**config.mk**
```make
export PLATFORM = sky130hd
export DESIGN_NAME = sig_rational_act
export DESIGN_NICKNAME = d
export VERILOG_FILES = /design/src/rtl/sig_pkg.sv /design/src/rtl/sig_mag_front.sv /design/src/rtl/sig_restore_div.sv /design/src/rtl/sig_rational_act.sv
export SDC_FILE = /design/constraint.sdc
export NUM_CORES = 1
export LEC_CHECK = 0
export BUFFER_PORTS_ARGS = -buffer_cell sky130_fd_sc_hd__buf_4
export CORE_MARGIN = 2
export CORE_UTILIZATION = 55
export DETAILED_ROUTE_END_ITERATION = 12
export GPL_TIMING_DRIVEN = 0
export PLACE_DENSITY = 0.78
export SLEW_MARGIN = 20
export SYNTH_ARGS = -nofsm -noshare
export SYNTH_HDL_FRONTEND = slang
export SYNTH_SLANG_ARGS = --single-unit
```
**constraint.sdc**
```tcl
create_clock -name clk -period 3.37 [get_ports clk]
set_clock_uncertainty 0.05 [all_clocks]
set_input_delay 0.337 -clock clk [delete_from_list [all_inputs] [get_ports clk]]
set_output_delay 0.337 -clock clk [all_outputs]
set_load 0.03 [all_outputs]
```
**src/rtl/sig_pkg.sv**
```systemverilog
package sig_pkg;
  localparam int NET_W    = 16;
  localparam int NET_FRAC = 8;
  localparam int ACT_W    = 8;
  localparam int DIV_W    = NET_W + 1;
  localparam int REM_W    = NET_W + 2;
  localparam int CNT_W    = $clog2(ACT_W + 1);

  // magnitude of a two's-complement value; the most negative code saturates
  function automatic logic [NET_W-1:0] abs_sat(input logic [NET_W-1:0] x);
    if (!x[NET_W-1]) return x;
    if (x == {1'b1, {(NET_W-1){1'b0}}}) return {1'b0, {(NET_W-1){1'b1}}};
    return (~x) + 1'b1;
  endfunction

  // reapply sign, add one, halve with rounding, clamp to the output range
  function automatic logic [ACT_W-1:0] finish_act(input logic neg,
                                                  input logic [ACT_W-1:0] q);
    logic [ACT_W+2:0] one_c, half, qe, t;
    one_c = (ACT_W+3)'(1);
    half  = one_c << ACT_W;
    qe    = (ACT_W+3)'(q);
    t     = neg ? (half - qe + one_c) : (half + qe + one_c);
    if (t[ACT_W+2]) return '0;
    t = t >> 1;
    if (t > (ACT_W+3)'({ACT_W{1'b1}})) return '1;
    return t[ACT_W-1:0];
  endfunction
endpackage

```
**src/rtl/sig_mag_front.sv**
```systemverilog
module sig_mag_front
  import sig_pkg::*;
#(
  parameter int W = NET_W,
  parameter int F = NET_FRAC
) (
  input  logic [W-1:0] net,
  output logic [W-1:0] mag,
  output logic [W:0]   dvs,
  output logic         neg
);
  localparam logic [W:0] ONE_FX = (W+1)'(1) << F;

  always_comb begin
    mag = abs_sat(net);
    dvs = {1'b0, mag} + ONE_FX;
    neg = net[W-1];
  end
endmodule

```
**src/rtl/sig_restore_div.sv**
```systemverilog
module sig_restore_div
  import sig_pkg::*;
#(
  parameter int W  = NET_W,
  parameter int QW = ACT_W
) (
  input  logic               clk,
  input  logic               rst_n,
  input  logic               ce,
  input  logic               load,
  input  logic [W-1:0]       mag,
  input  logic [W:0]         dvs_in,
  output logic               busy,
  output logic [CNT_W-1:0]   cnt,
  output logic               last,
  output logic [W+1:0]       rem,
  output logic [W:0]         dvs,
  output logic [QW-1:0]      q_next
);
  localparam int RW = W + 2;
  localparam logic [CNT_W-1:0] LAST_C = CNT_W'(QW - 1);

  logic [QW-1:0] q;
  logic [RW-1:0] r2, r_next;
  logic          ge;

  always_comb begin
    r2     = {rem[RW-2:0], 1'b0};
    ge     = r2 >= {1'b0, dvs};
    r_next = ge ? (r2 - {1'b0, dvs}) : r2;
    q_next = {q[QW-2:0], ge};
    last   = busy && (cnt == LAST_C);
  end

  always_ff @(posedge clk or negedge rst_n) begin
    if (!rst_n) begin
      busy <= 1'b0;
      cnt  <= '0;
      rem  <= '0;
      dvs  <= '0;
      q    <= '0;
    end else if (ce) begin
      if (load && !busy) begin
        busy <= 1'b1;
        cnt  <= '0;
        rem  <= {2'b00, mag};
        dvs  <= dvs_in;
        q    <= '0;
      end else if (busy) begin
        rem <= r_next;
        q   <= q_next;
        cnt <= cnt + 1'b1;
        if (last) busy <= 1'b0;
      end
    end
  end
endmodule

```
**src/rtl/sig_rational_act.sv**
```systemverilog
module sig_rational_act
  import sig_pkg::*;
(
  input  logic             clk,
  input  logic             rst_n,
  input  logic             ce,
  input  logic             start,
  input  logic [NET_W-1:0] net_in,
  output logic             done,
  output logic [ACT_W-1:0] result
);
  logic [NET_W-1:0] mag_w;
  logic [NET_W:0]   dvs_w, dvs_q;
  logic             neg_w, neg_q;
  logic             busy_w, last_w, fin_w;
  logic [CNT_W-1:0] cnt_w;
  logic [NET_W+1:0] rem_w;
  logic [ACT_W-1:0] qn_w;

  sig_mag_front #(.W(NET_W), .F(NET_FRAC)) u_front (
    .net(net_in), .mag(mag_w), .dvs(dvs_w), .neg(neg_w)
  );

  sig_restore_div #(.W(NET_W), .QW(ACT_W)) u_div (
    .clk(clk), .rst_n(rst_n), .ce(ce), .load(start),
    .mag(mag_w), .dvs_in(dvs_w),
    .busy(busy_w), .cnt(cnt_w), .last(last_w),
    .rem(rem_w), .dvs(dvs_q), .q_next(qn_w)
  );

  assign fin_w = ce && last_w;

  always_ff @(posedge clk or negedge rst_n) begin
    if (!rst_n) begin
      neg_q  <= 1'b0;
      done   <= 1'b0;
      result <= '0;
    end else if (ce) begin
      if (start && !busy_w) neg_q <= neg_w;
      done <= fin_w;
      if (fin_w) result <= finish_act(neg_q, qn_w);
    end
  end
endmodule

```
# After elaboration in Yosys (flattened, before gate mapping)
# Index checks and enable logic that the tools add are counted.
dict set report word_totals {
  in_bits 20
  out_inout_bits 9
  reg_bits 56
}
dict set report op_classes {
  bitwise 1
  muxes 28
  n_addsub 8
  reduce_logical 8
  magnitude_cmp 2
  eq_ne 2
}
# operator count
set op_table {}
lappend op_table {{16-bit 2-to-1 mux} 4}
lappend op_table {{17-bit 2-to-1 mux} 3}
lappend op_table {{8-bit 2-to-1 mux} 4}
lappend op_table {{18-bit by 17-bit >= comparator with 1-bit output} 1}
lappend op_table {{16-bit by 9-bit adder with 17-bit output (second input constant)} 1}
lappend op_table {{17-bit subtractor} 1}
lappend op_table {{16-bit by 1-bit adder with 16-bit output (second input constant)} 1}
lappend op_table {{16-bit == test (second input constant)} 1}
lappend op_table {{16-bit inverter} 1}
lappend op_table {{7-bit 2-to-1 mux} 2}
lappend op_table {{1-bit 2-to-1 mux} 12}
lappend op_table {{10-bit by 1-bit adder with 11-bit output (second input constant)} 1}
lappend op_table {{10-bit by 2-bit adder with 11-bit output (second input constant)} 1}
lappend op_table {{11-bit 2-to-1 mux} 1}
lappend op_table {{9-bit by 8-bit adder with 10-bit output (first input constant)} 1}
lappend op_table {{10-bit by 8-bit > comparator with 1-bit output (second input constant)} 1}
lappend op_table {{9-bit by 8-bit subtractor with 10-bit output (first input constant)} 1}
lappend op_table {{4-bit 2-to-1 mux} 2}
lappend op_table {{2-bit AND reduction} 3}
lappend op_table {{4-bit by 1-bit adder with 4-bit output (second input constant)} 1}
lappend op_table {{4-bit by 3-bit == test with 1-bit output (second input constant)} 1}
lappend op_table {{1-bit logical AND} 3}
lappend op_table {{2-bit nonzero test} 1}
lappend op_table {{1-bit logical NOT} 1}

# Logic depth before layout (Yosys ltp)
# Gate-level depths: netlist of the first run.
dict set report logic_depth {
  word_depth 12
  ltp_mapped 19
  depth_no_buf 17
}

# By module
# Synthesis of the first run repeated with hierarchy kept, for this count alone.
dict set report unflattened {
  cells_unflattened 550
  hier_area_um2 4720.8
}
# module seq_area_each_um2 area_each_um2 cells_per_inst instances
set by_module_without_submodules {}
lappend by_module_without_submodules {sig_restore_div 1176.1 3049.2 333 1}
lappend by_module_without_submodules {sig_rational_act 250.2 998.5 118 1}
lappend by_module_without_submodules {sig_mag_front 0.0 673.1 99 1}

# Worst setup path before layout of the first run
# No wires, ideal clock.
dict set report synth_path {
  kind {register -> register}
  startpoint {register u_div.rem[3]}
  endpoint {register result[6]}
  required_time_ns 3.199
  n_path_buf 1
  arrival_time_ns 3.145
  path_stages_with_launch 18
  period_less_slack_ns 3.316
  slack_ns 0.054
  path_cell_list {dfrtp_1 > ha_1 > a21o_1 > a21oi_2 > nand3_1 > a211oi_2 > nand2_1 > inv_2 > buf_1 > ha_1 > nand2_1 > nor2_1 > xor2_1 > nor3_1 > nand3_1 > o311ai_1 > xnor2_1 > o22a_1}
}
dict set report synth_via {
  elab_chain_cells 11
  word_cells_on_any_way 17
}
# element line
set synth_rtl {}
lappend synth_rtl {{start: declaration} sig_restore_div.sv:16} ;# output logic [W+1:0] rem,
lappend synth_rtl {{start signal: assignment} sig_restore_div.sv:46} ;# rem <= {2'b00, mag};
lappend synth_rtl {{start signal: assignment} sig_restore_div.sv:50} ;# rem <= r_next;
lappend synth_rtl {{18-bit by 17-bit >= comparator with 1-bit output (*)} sig_restore_div.sv:29} ;# ge = r2 >= {1'b0, dvs};
lappend synth_rtl {{9-bit by 8-bit adder with 10-bit output or 9-bit by 8-bit subtractor with 10-bit output (tied branches)} sig_pkg.sv:23} ;# t = neg ? (half - qe + one_c) : (half + qe + one_c);
lappend synth_rtl {{10-bit by 1-bit adder with 11-bit output or 10-bit by 2-bit adder with 11-bit output (tied branches)} sig_pkg.sv:23}
lappend synth_rtl {{11-bit 2-to-1 mux (*)} sig_pkg.sv:23}
lappend synth_rtl {{10-bit by 8-bit > comparator with 1-bit output} sig_pkg.sv:26} ;# if (t > (ACT_W+3)'({ACT_W{1'b1}})) return '1;
lappend synth_rtl {{1-bit 2-to-1 mux} sig_pkg.sv:26}
lappend synth_rtl {{1-bit 2-to-1 mux} sig_pkg.sv:25} ;# t = t >> 1;
lappend synth_rtl {{1-bit 2-to-1 mux} sig_rational_act.sv:41} ;# if (fin_w) result <= finish_act(neg_q, qn_w);
lappend synth_rtl {{1-bit 2-to-1 mux} sig_rational_act.sv:38} ;# end else if (ce) begin
lappend synth_rtl {{8-bit 2-to-1 mux} sig_pkg.sv:27} ;# return t[ACT_W-1:0];
lappend synth_rtl {{8-bit 2-to-1 mux (*)} sig_pkg.sv:25}
lappend synth_rtl {{end signal: assignment} sig_rational_act.sv:41}
lappend synth_rtl {{end: declaration} sig_rational_act.sv:10} ;# output logic [ACT_W-1:0] result
# Every way passes the cells marked *; elsewhere a longest branch is shown, timed or not. The select of a mux whose other input is x is not followed.
# A chain may end at the register's enable or synchronous reset.

# Worst setup path after layout of the first run
dict set report layout_path {
  startpoint {register u_div.rem[12]}
  endpoint {register result[3]}
}
# Same word-level chain as after synthesis.

==> summary.txt, run 1 <==
Outcome
  – Status: finished, final reports clean

Yosys
  – Post-Synthesis Mean Instance Area: 8.45 um2
  – Simple-gate area share of the yosys netlist: about a fifth
  – Netlist Area Pre-Place: approximately 0.0042 mm2
  – Ys flop type: dfrtp_1
  – Top cell type's share of synthesized area: between 30 and 40%
  – Most common cell in the netlist: dfrtp_1
  – Synth Area in Adders: under 10%
  – Mux cell area share after synthesis: 0.477%
  – XOR/XNOR Fraction of Synth Area: under 10%
  – Yosys top cell by area: dfrtp_1
  – Ys async rst share: 100%
  – Largest family of logic cells by synthesized area: compound AO/OA/AOI/OAI gates
  – Synth Warn #: 0
  – Ranking of synthesized cells by area: dfrtp_1, ha_1, nand2_1, xnor2_1, nor2_1
  – Synth unique cells: 70
  – Compound-Gate Fraction of Synth Area: between 20% and 30%
  – Syn Inst Count: a little under 500
  – Post-synth top cells: dfrtp_1, nand2_1, nor2_1
  – FF+latch count, synth: 56
  – Mapped Nets: around 540
  – Register area share after synthesis: 33.4%
  – EDFF count, synth: 0

Routing
  – 1st-iter DRT viols: just under 300
  – Wire per inst: roughly 17 um
  – Post-route ant nets: 0
  – Drc violations: 0
  – Wirelength, routed: 11000 um
  – Vias per cell: 6.15
  – Via count: a little under 4k
  – First drt pass iteration count: 6

Timing
  – Period minus WS final: 3200 ps
  – Final worst-path cycle share: between 90% and 100%
  – Max transition margin: about half
  – TNS Setup: 0 ps
  – Setup-failing EPs final: 0
  – Worst-margin pin slew: 755 ps
  – Hold Slack: roughly 21 ps
  – RSZ-0062 raised after global routing: no
  – Max Clock Freq: approximately 0.31 GHz
  – Final Hold Viols: 0
  – Max-slew violation count: 0

Global routing
  – Total gr overflow: 0
  – Antenna violations before repair: 0
  – Largest net degree at the start of global routing: 57
  – Overall routing resource usage: roughly 27%
  – Global-route wire length before repair: approximately 18000 um
  – Vias in the first global route: between 3k and 4k

Critical path
  – Crit path max fanout: 11
  – Crit path kind: register to register
  – CP Data Arrival Time: roughly 3400 ps
  – R2R depth: 13
  – Crit path to: result[3]$_DFFE_PN0P_
  – Reg-to-reg critical path startpoint: u_div.rem[12]$_DFFE_PN0P_
  – Kind of end point of the critical path: register
  – R2R setup slack: between 150 and 200 ps
  – Worst path required time: 3570 ps
  – Reg2reg end: result[3]$_DFFE_PN0P_
  – Startpoint Class: register
  – Worst setup path startpoint: u_div.rem[12]$_DFFE_PN0P_

CTS
  – # hold bufs at CTS: 0
  – H-tree level count: 2
  – Root buffer cell: clkbuf_8
  – Max clock buf depth: 2
  – Clock sinks: between 50 and 60
  – Clk slew on worst S/H paths: around 100 ps
  – CTS tree: done
  – Num CTS Buffers: 5
  – Latest clock arrival within the worst-skew pair: 320 ps

Place
  – GPL Wtd Cong: between 0.8 and 0.9
  – IO buf count: 28
  – Placed insts: 623
  – DPL Wire Length: about 8000 um

Run
  – Max-cap violation count: 0

Cells and area
  – Final core utilization: approximately two thirds
  – Fin cells: between 600 and 700
  – Final net count: ~580
  – Layout cells sized above 1: 17.2%
  – Synthesis-to-layout area growth: 15.5%
  – Filler instances: 600
  – Ant. Diodes: 0

Power and ir drop
  – VDD IR-drop max: between 300 and 400 uV
  – Leakage: just over 2 nW
  – Pwr dens: roughly 1100 mW/mm2

Floorplan
  – DIE AREA: 0.00834 mm2
  – Core area: 0.00733 mm2
  – Die Width: 91.3 um
  – Initial Util: 57.2%
  – # IOs: 29
  – Number of core rows: 31
  – Die H: 91.3 um

Worst hold path
  – Hold Crit Class: input port to asynchronous set/reset pin
## metal layers
layer / up-vias / routed length (um) / global-route usage [%]
li1: 1859 / - / -
met1: 1853 / 4730 / 33.4
met2: 143 / 5400 / 46.5
met3: 36 / 541 / 4.73
met4: 0 / 314 / 10.7
met5: - / 0 / 0
## how the worst min path moves through the flow
stage               depth (start not counted)  slack, ps                        end
finish                                      1         20  u_div.dvs[16]$_DFFE_PN0P_
global route                                1         90      result[6]$_DFFE_PN0P_
CTS                                         1         50   u_div.rem[5]$_DFFE_PN0P_
detailed placement                          1        390  u_div.dvs[16]$_DFFE_PN0P_
global placement                            1        390  u_div.dvs[15]$_DFFE_PN0P_
floorplan                                   0         -9           done$_DFFE_PN0P_
## critical path, stage by stage (launching register included)
cell and delay, ps:
dfrtp_1 440, ha_2 450, nand4_1 240, nor3b_4 270, a211oi_4 80, nand2_2 140
buf_6 170, buf_4 220, ha_4 150, inv_1 40, o41ai_2 420, o31ai_1 160
xnor2_1 150, a21oi_1 160
## power by group
part | switching (mW) | internal, mW
registers | 0.288 | 1.01
clock network | 0.227 | 0.263
logic | 2.11 | 1.61
## kinds of logic (layout without fill, tap and decap cells)
logic type,Yosys count,in the layout
adders and majority gates,26,26
xor gates and xnor gates,37,37
buffers and inverters,57,95
muxes,2,2
AOI/OAI and AO/OA,156,156
DFF,56,56
and+or+nand+nor,162,162
## state kept, by name, summed over array words and instances, names as in the netlist
| signal | cells |
|---|---|
| done | 1 |
| neg_q | 1 |
| result | 8 |
| u_div.busy | 1 |
| u_div.cnt | 4 |
| u_div.dvs | 17 |
| u_div.q | 7 |
| u_div.rem | 17 |
## through the flow
| step | worst slack (ps) | instance area [um2] | total power, mW |
|---|---|---|---|
| floorplan | 54.0 | 4190 | 3.80 |
| global placement | -666 | 4530 | 4.47 |
| detailed placement | -669 | 4530 | 4.56 |
| CTS | 2.19 | 4730 | 5.25 |
| global route | 9.84 | 4840 | 5.94 |
| finish | 168 | 4840 | 5.51 |
## cells in the final DEF, fill, tap and decap left out, types with 4 or more instances in the layout
master and n:
a21o_1 8, a21oi_1 30, a22o_1 4, a31oi_1 17, a41oi_2 4, buf_4 35, clkbuf_1 13, clkbuf_8 10
dfrtp_1 56, ha_1 16, ha_2 4, ha_4 5, inv_1 28, nand2_1 54, nand2b_1 4, nand3_1 12
nand4_1 5, nor2_1 44, nor2b_1 4, nor3_1 10, o21ai_0 28, o21ai_1 8, o22a_1 6, o22ai_1 13
xnor2_1 23, xor2_1 14
## area by class of cell
type / instances / area, um2 / share of cell area, %
inverters: 31 / 121 / 2.51
plain buffers: 22 / 139 / 2.87
well taps: 99 / 124 / 2.56
clock buffers: 7 / 96.3 / 1.99
multi-input cells: 383 / 2680 / 55.3
repair buffers: 34 / 255 / 5.27
flip-flops and latches: 56 / 1400 / 28.9
clock inverters: 1 / 30.0 / 0.620
## repair_timing
action                                  in CTS  in global routing
endpoints found under the setup margin       6                  6
pin swaps                                    4                  4
setup buffers                                2                  4
resized for setup                           16                 21
(Power assumes the default switching activity.)
==> inputs of run 2 (changes only) <==
--- a/config.mk
+++ b/config.mk
@@ -5,12 +5,14 @@
 export SDC_FILE = /design/constraint.sdc
 export NUM_CORES = 1
 export LEC_CHECK = 0
+export ABC_AREA = 1
 export BUFFER_PORTS_ARGS = -buffer_cell sky130_fd_sc_hd__buf_4
 export CORE_MARGIN = 2
-export CORE_UTILIZATION = 55
+export CORE_UTILIZATION = 56
 export DETAILED_ROUTE_END_ITERATION = 12
 export GPL_TIMING_DRIVEN = 0
-export PLACE_DENSITY = 0.78
+export HOLD_SLACK_MARGIN = 0.08
+export PLACE_DENSITY = 0.79
 export SLEW_MARGIN = 20
 export SYNTH_ARGS = -nofsm -noshare
 export SYNTH_HDL_FRONTEND = slang
==> run 2 against run 1 <==
Worst setup slack gained 79 ps. Fmax grew 2.5%. Largest power group unchanged. Non-clock buffer count shrank 11. Global-route usage shrank 0.17 points. Routed wire length shrank 0.85%. Synthesized cell count grew 23%. Clock-buffer cell count shrank 1.
==> summary.txt, run 2 <==
Routing
  – First drt pass iteration count: 5
  – Wirelength, routed: roughly 11000 um
  – Vias per cell: ~5.4
  – Met2 routed WL: about 5400 um
  – Via count: between 4k and 5k
  – Drc violations: 0
  – Met3 wire len: approximately 360 um
  – Wire per inst: between 10 and 15 um
  – Post-route ant nets: 0
  – Top Layer Used: met4
  – 1st-iter DRT viols: 232
  – Met1 WL: between 4000 and 5000 um

Power and ir drop
  – Pwr dens: 986 mW/mm2
  – Leakage: roughly 2.4 nW
  – Total power: 4.88 mW
  – VDD IR-drop max: 363 uV

Yosys
  – Register area share after synthesis: 32.2%
  – Post-synth top cells: nand2_1, inv_1, o21ai_0
  – Synth Warn #: 0
  – EDFF count, synth: 0
  – Yosys top cell by area: dfrtp_1
  – Mapped Nets: 654
  – Ys async rst share: 100%
  – Top cell type's share of synthesized area: approximately 32%
  – Most common cell in the netlist: nand2_1
  – Post-Synthesis Mean Instance Area: 7.17 um2
  – Syn Inst Count: approximately 610
  – FF+latch count, synth: 56
  – Netlist Area Pre-Place: 0.00436 mm2
  – Synth unique cells: 48
  – Ranking of synthesized cells by area: dfrtp_1, nand2_1, inv_1, ha_1, o21ai_0
  – Ys flop type: dfrtp_1

Cells and area
  – Synthesis-to-layout area growth: 13.8%
  – Largest registers: u_div.dvs x17, u_div.rem x17, result x8
  – Fin cells: roughly 750
  – Layout cells sized above 1: between 10% and 20%
  – Multi-input gate area: between 0.002 and 0.003 mm2
  – Ant. Diodes: 0
  – Filler instances: 695
  – Commonest non-fill, non-tap cells in the layout: nand2_1, inv_1, o21ai_0, dfrtp_1, nor2_1
  – Final net count: 694
  – Commonest non-fill, non-tap cell in the layout: nand2_1
  – Register area: roughly 0.0014 mm2

CTS
  – Latest clock arrival within the worst-skew pair: around 320 ps
  – Num CTS Buffers: 5
  – Clock sinks: 56
  – Max clock buf depth: 2
  – Root buffer cell: clkbuf_8
  – H-tree level count: 2
  – Clk slew on worst S/H paths: between 100 and 150 ps
  – CTS tree: done

Place
  – GPL Wtd Cong: around 0.92
  – DPL Wire Length: 8410 um
  – IO buf count: 28
  – Placed insts: about 740

Worst hold path
  – Critical hold path startpoint: ce
  – Hold EP: done$_DFFE_PN0P_
  – Worst Hold Depth: 2
  – Hold Crit Class: input port to register

Global routing
  – Overall routing resource usage: between 20% and 30%
  – Largest net degree at the start of global routing: 57
  – Vias in the first global route: 4049
  – Total gr overflow: 0
  – Antenna violations before repair: 0
  – Global-route wire length before repair: roughly 18000 um

Floorplan
  – Core area: 0.00765 mm2
  – # IOs: 29
  – Die Width: 92.2 um
  – DIE AREA: about 0.0085 mm2
  – Initial Util: 57.0%
  – Die H: between 90 and 100 um
  – Number of core rows: 32

Critical path
  – Crit path max fanout: 11
  – Crit path kind: register to register
  – Worst path required time: 3530 ps
  – R2R setup slack: around 250 ps
  – CP Data Arrival Time: 3290 ps
  – CP peak stage delay: 370 ps
  – Startpoint Class: register
  – CP max-delay cell: dfrtp_1
  – Reg2reg end: result[6]$_DFFE_PN0P_
  – Critical path cell sequence: inv_1 > ha_4 > nand2_1 > inv_1 > a21oi_1 > nand3_2 > nand2_4 > nand2_8 > clkbuf_4 > ha_1 > nor3_1 > nand4_1 > nor2_1 > nand2_1 > nand3_1 > nand3_1 > nand2_1 > inv_1
  – Reg-to-reg critical path startpoint: u_div.dvs[8]$_DFFE_PN0P_
  – Kind of end point of the critical path: register
  – R2R depth: 18

Timing
  – Max transition margin: between 50% and 60%
  – Max Clock Freq: 0.320 GHz
  – Period minus WS final: 3120 ps
  – RSZ-0062 raised after global routing: no
  – Worst-margin pin slew: 694 ps
  – Final Hold Viols: 0
  – Final worst-path cycle share: between 90% and 100%
  – Hold Slack: 176 ps
  – Setup-failing EPs final: 0
  – TNS Setup: 0 ps
  – Max-slew violation count: 0

Run
  – Max-cap violation count: 0

Outcome
  – Status: finished, final reports clean
==> run 2: cell count changes after synthesis, sizes merged, moves of 9 or more <==
cell / change
clkbuf: -13
a31oi: -16
nor3: -9
o211ai: +13
o21ai: +26
inv: +62
nand3: +24
nor2: +19
xnor2: -16
nand2: +73
==> run 2: layout make-up <==
cell class | count | share of cell area, %
buffer | 12 | 1.16
clock buffer | 6 | 1.67
clock inverter | 2 | 0.278
inverter | 95 | 7.30
multi-input combinational | 445 | 53.7
sequential | 56 | 28.3
tap | 102 | 2.58
timing repair buffer | 33 | 5.05
==> run 2: repair_timing <==
action                     CTS  global route
buffers inserted             0             4
gates resized for setup      0            16
setup endpoints to repair    0             5
hold endpoints to repair    56             0
hold buffers                 1             0
==> run 2: cells by family after synthesis <==
family,share of synthesized area [%]
AO/OA/AOI/OAI,17.7
flip-flops,32.2
AND/OR/NAND/NOR,28.9
adder cells (fa/ha/maj),7.64
buffers and inverters,9.51
XOR/XNOR,4.02
==> run 2: worst max-delay path, delay by kind of cell, from the launching register on <==
kind	cells	cell delay, ps
AO/OA/AOI/OAI	1	170
adder cells (fa/ha/maj)	2	570
buffers and inverters	4	450
flip-flops	1	370
AND/OR/NAND/NOR	11	1410
==> run 2: report_power, final <==
| group | total, mW | switching, mW | internal (mW) |
|---|---|---|---|
| registers | 1.22 | 0.232 | 0.989 |
| logic | 3.26 | 1.95 | 1.31 |
| clock network | 0.398 | 0.229 | 0.169 |
| total | 4.88 | 2.41 | 2.47 |
==> run 2: worst max path at each step <==
stage | slack (ps) | start | depth (start not counted) | to
after floorplan | 630 | u_div.rem[7]$_DFFE_PN0P_ | 22 | result[6]$_DFFE_PN0P_
after global placement | 230 | u_div.rem[14]$_DFFE_PN0P_ | 16 | result[6]$_DFFE_PN0P_
after detailed placement | 150 | u_div.dvs[9]$_DFFE_PN0P_ | 23 | result[6]$_DFFE_PN0P_
after CTS | 100 | u_div.dvs[9]$_DFFE_PN0P_ | 23 | result[6]$_DFFE_PN0P_
after global routing | 10 | u_div.dvs[12]$_DFFE_PN0P_ | 25 | result[6]$_DFFE_PN0P_
final | 250 | u_div.dvs[8]$_DFFE_PN0P_ | 18 | result[6]$_DFFE_PN0P_
==> run 2: per-layer routing <==
metal,track usage (%),up-vias
met4,8.33,0
met1,33.6,1902
li1,-,2069
met2,48.2,92
met5,0,-
met3,3.04,20
==> run 2: per-stage QoR <==
step                utilization (%)  instance area, um2  setup WS (ps)
floorplan                         -                4360            630
global placement               61.4                4690            235
detailed placement             61.4                4690            148
CTS                            62.8                4800            101
global route                   64.8                4960           9.55
finish                         64.8                4960            248
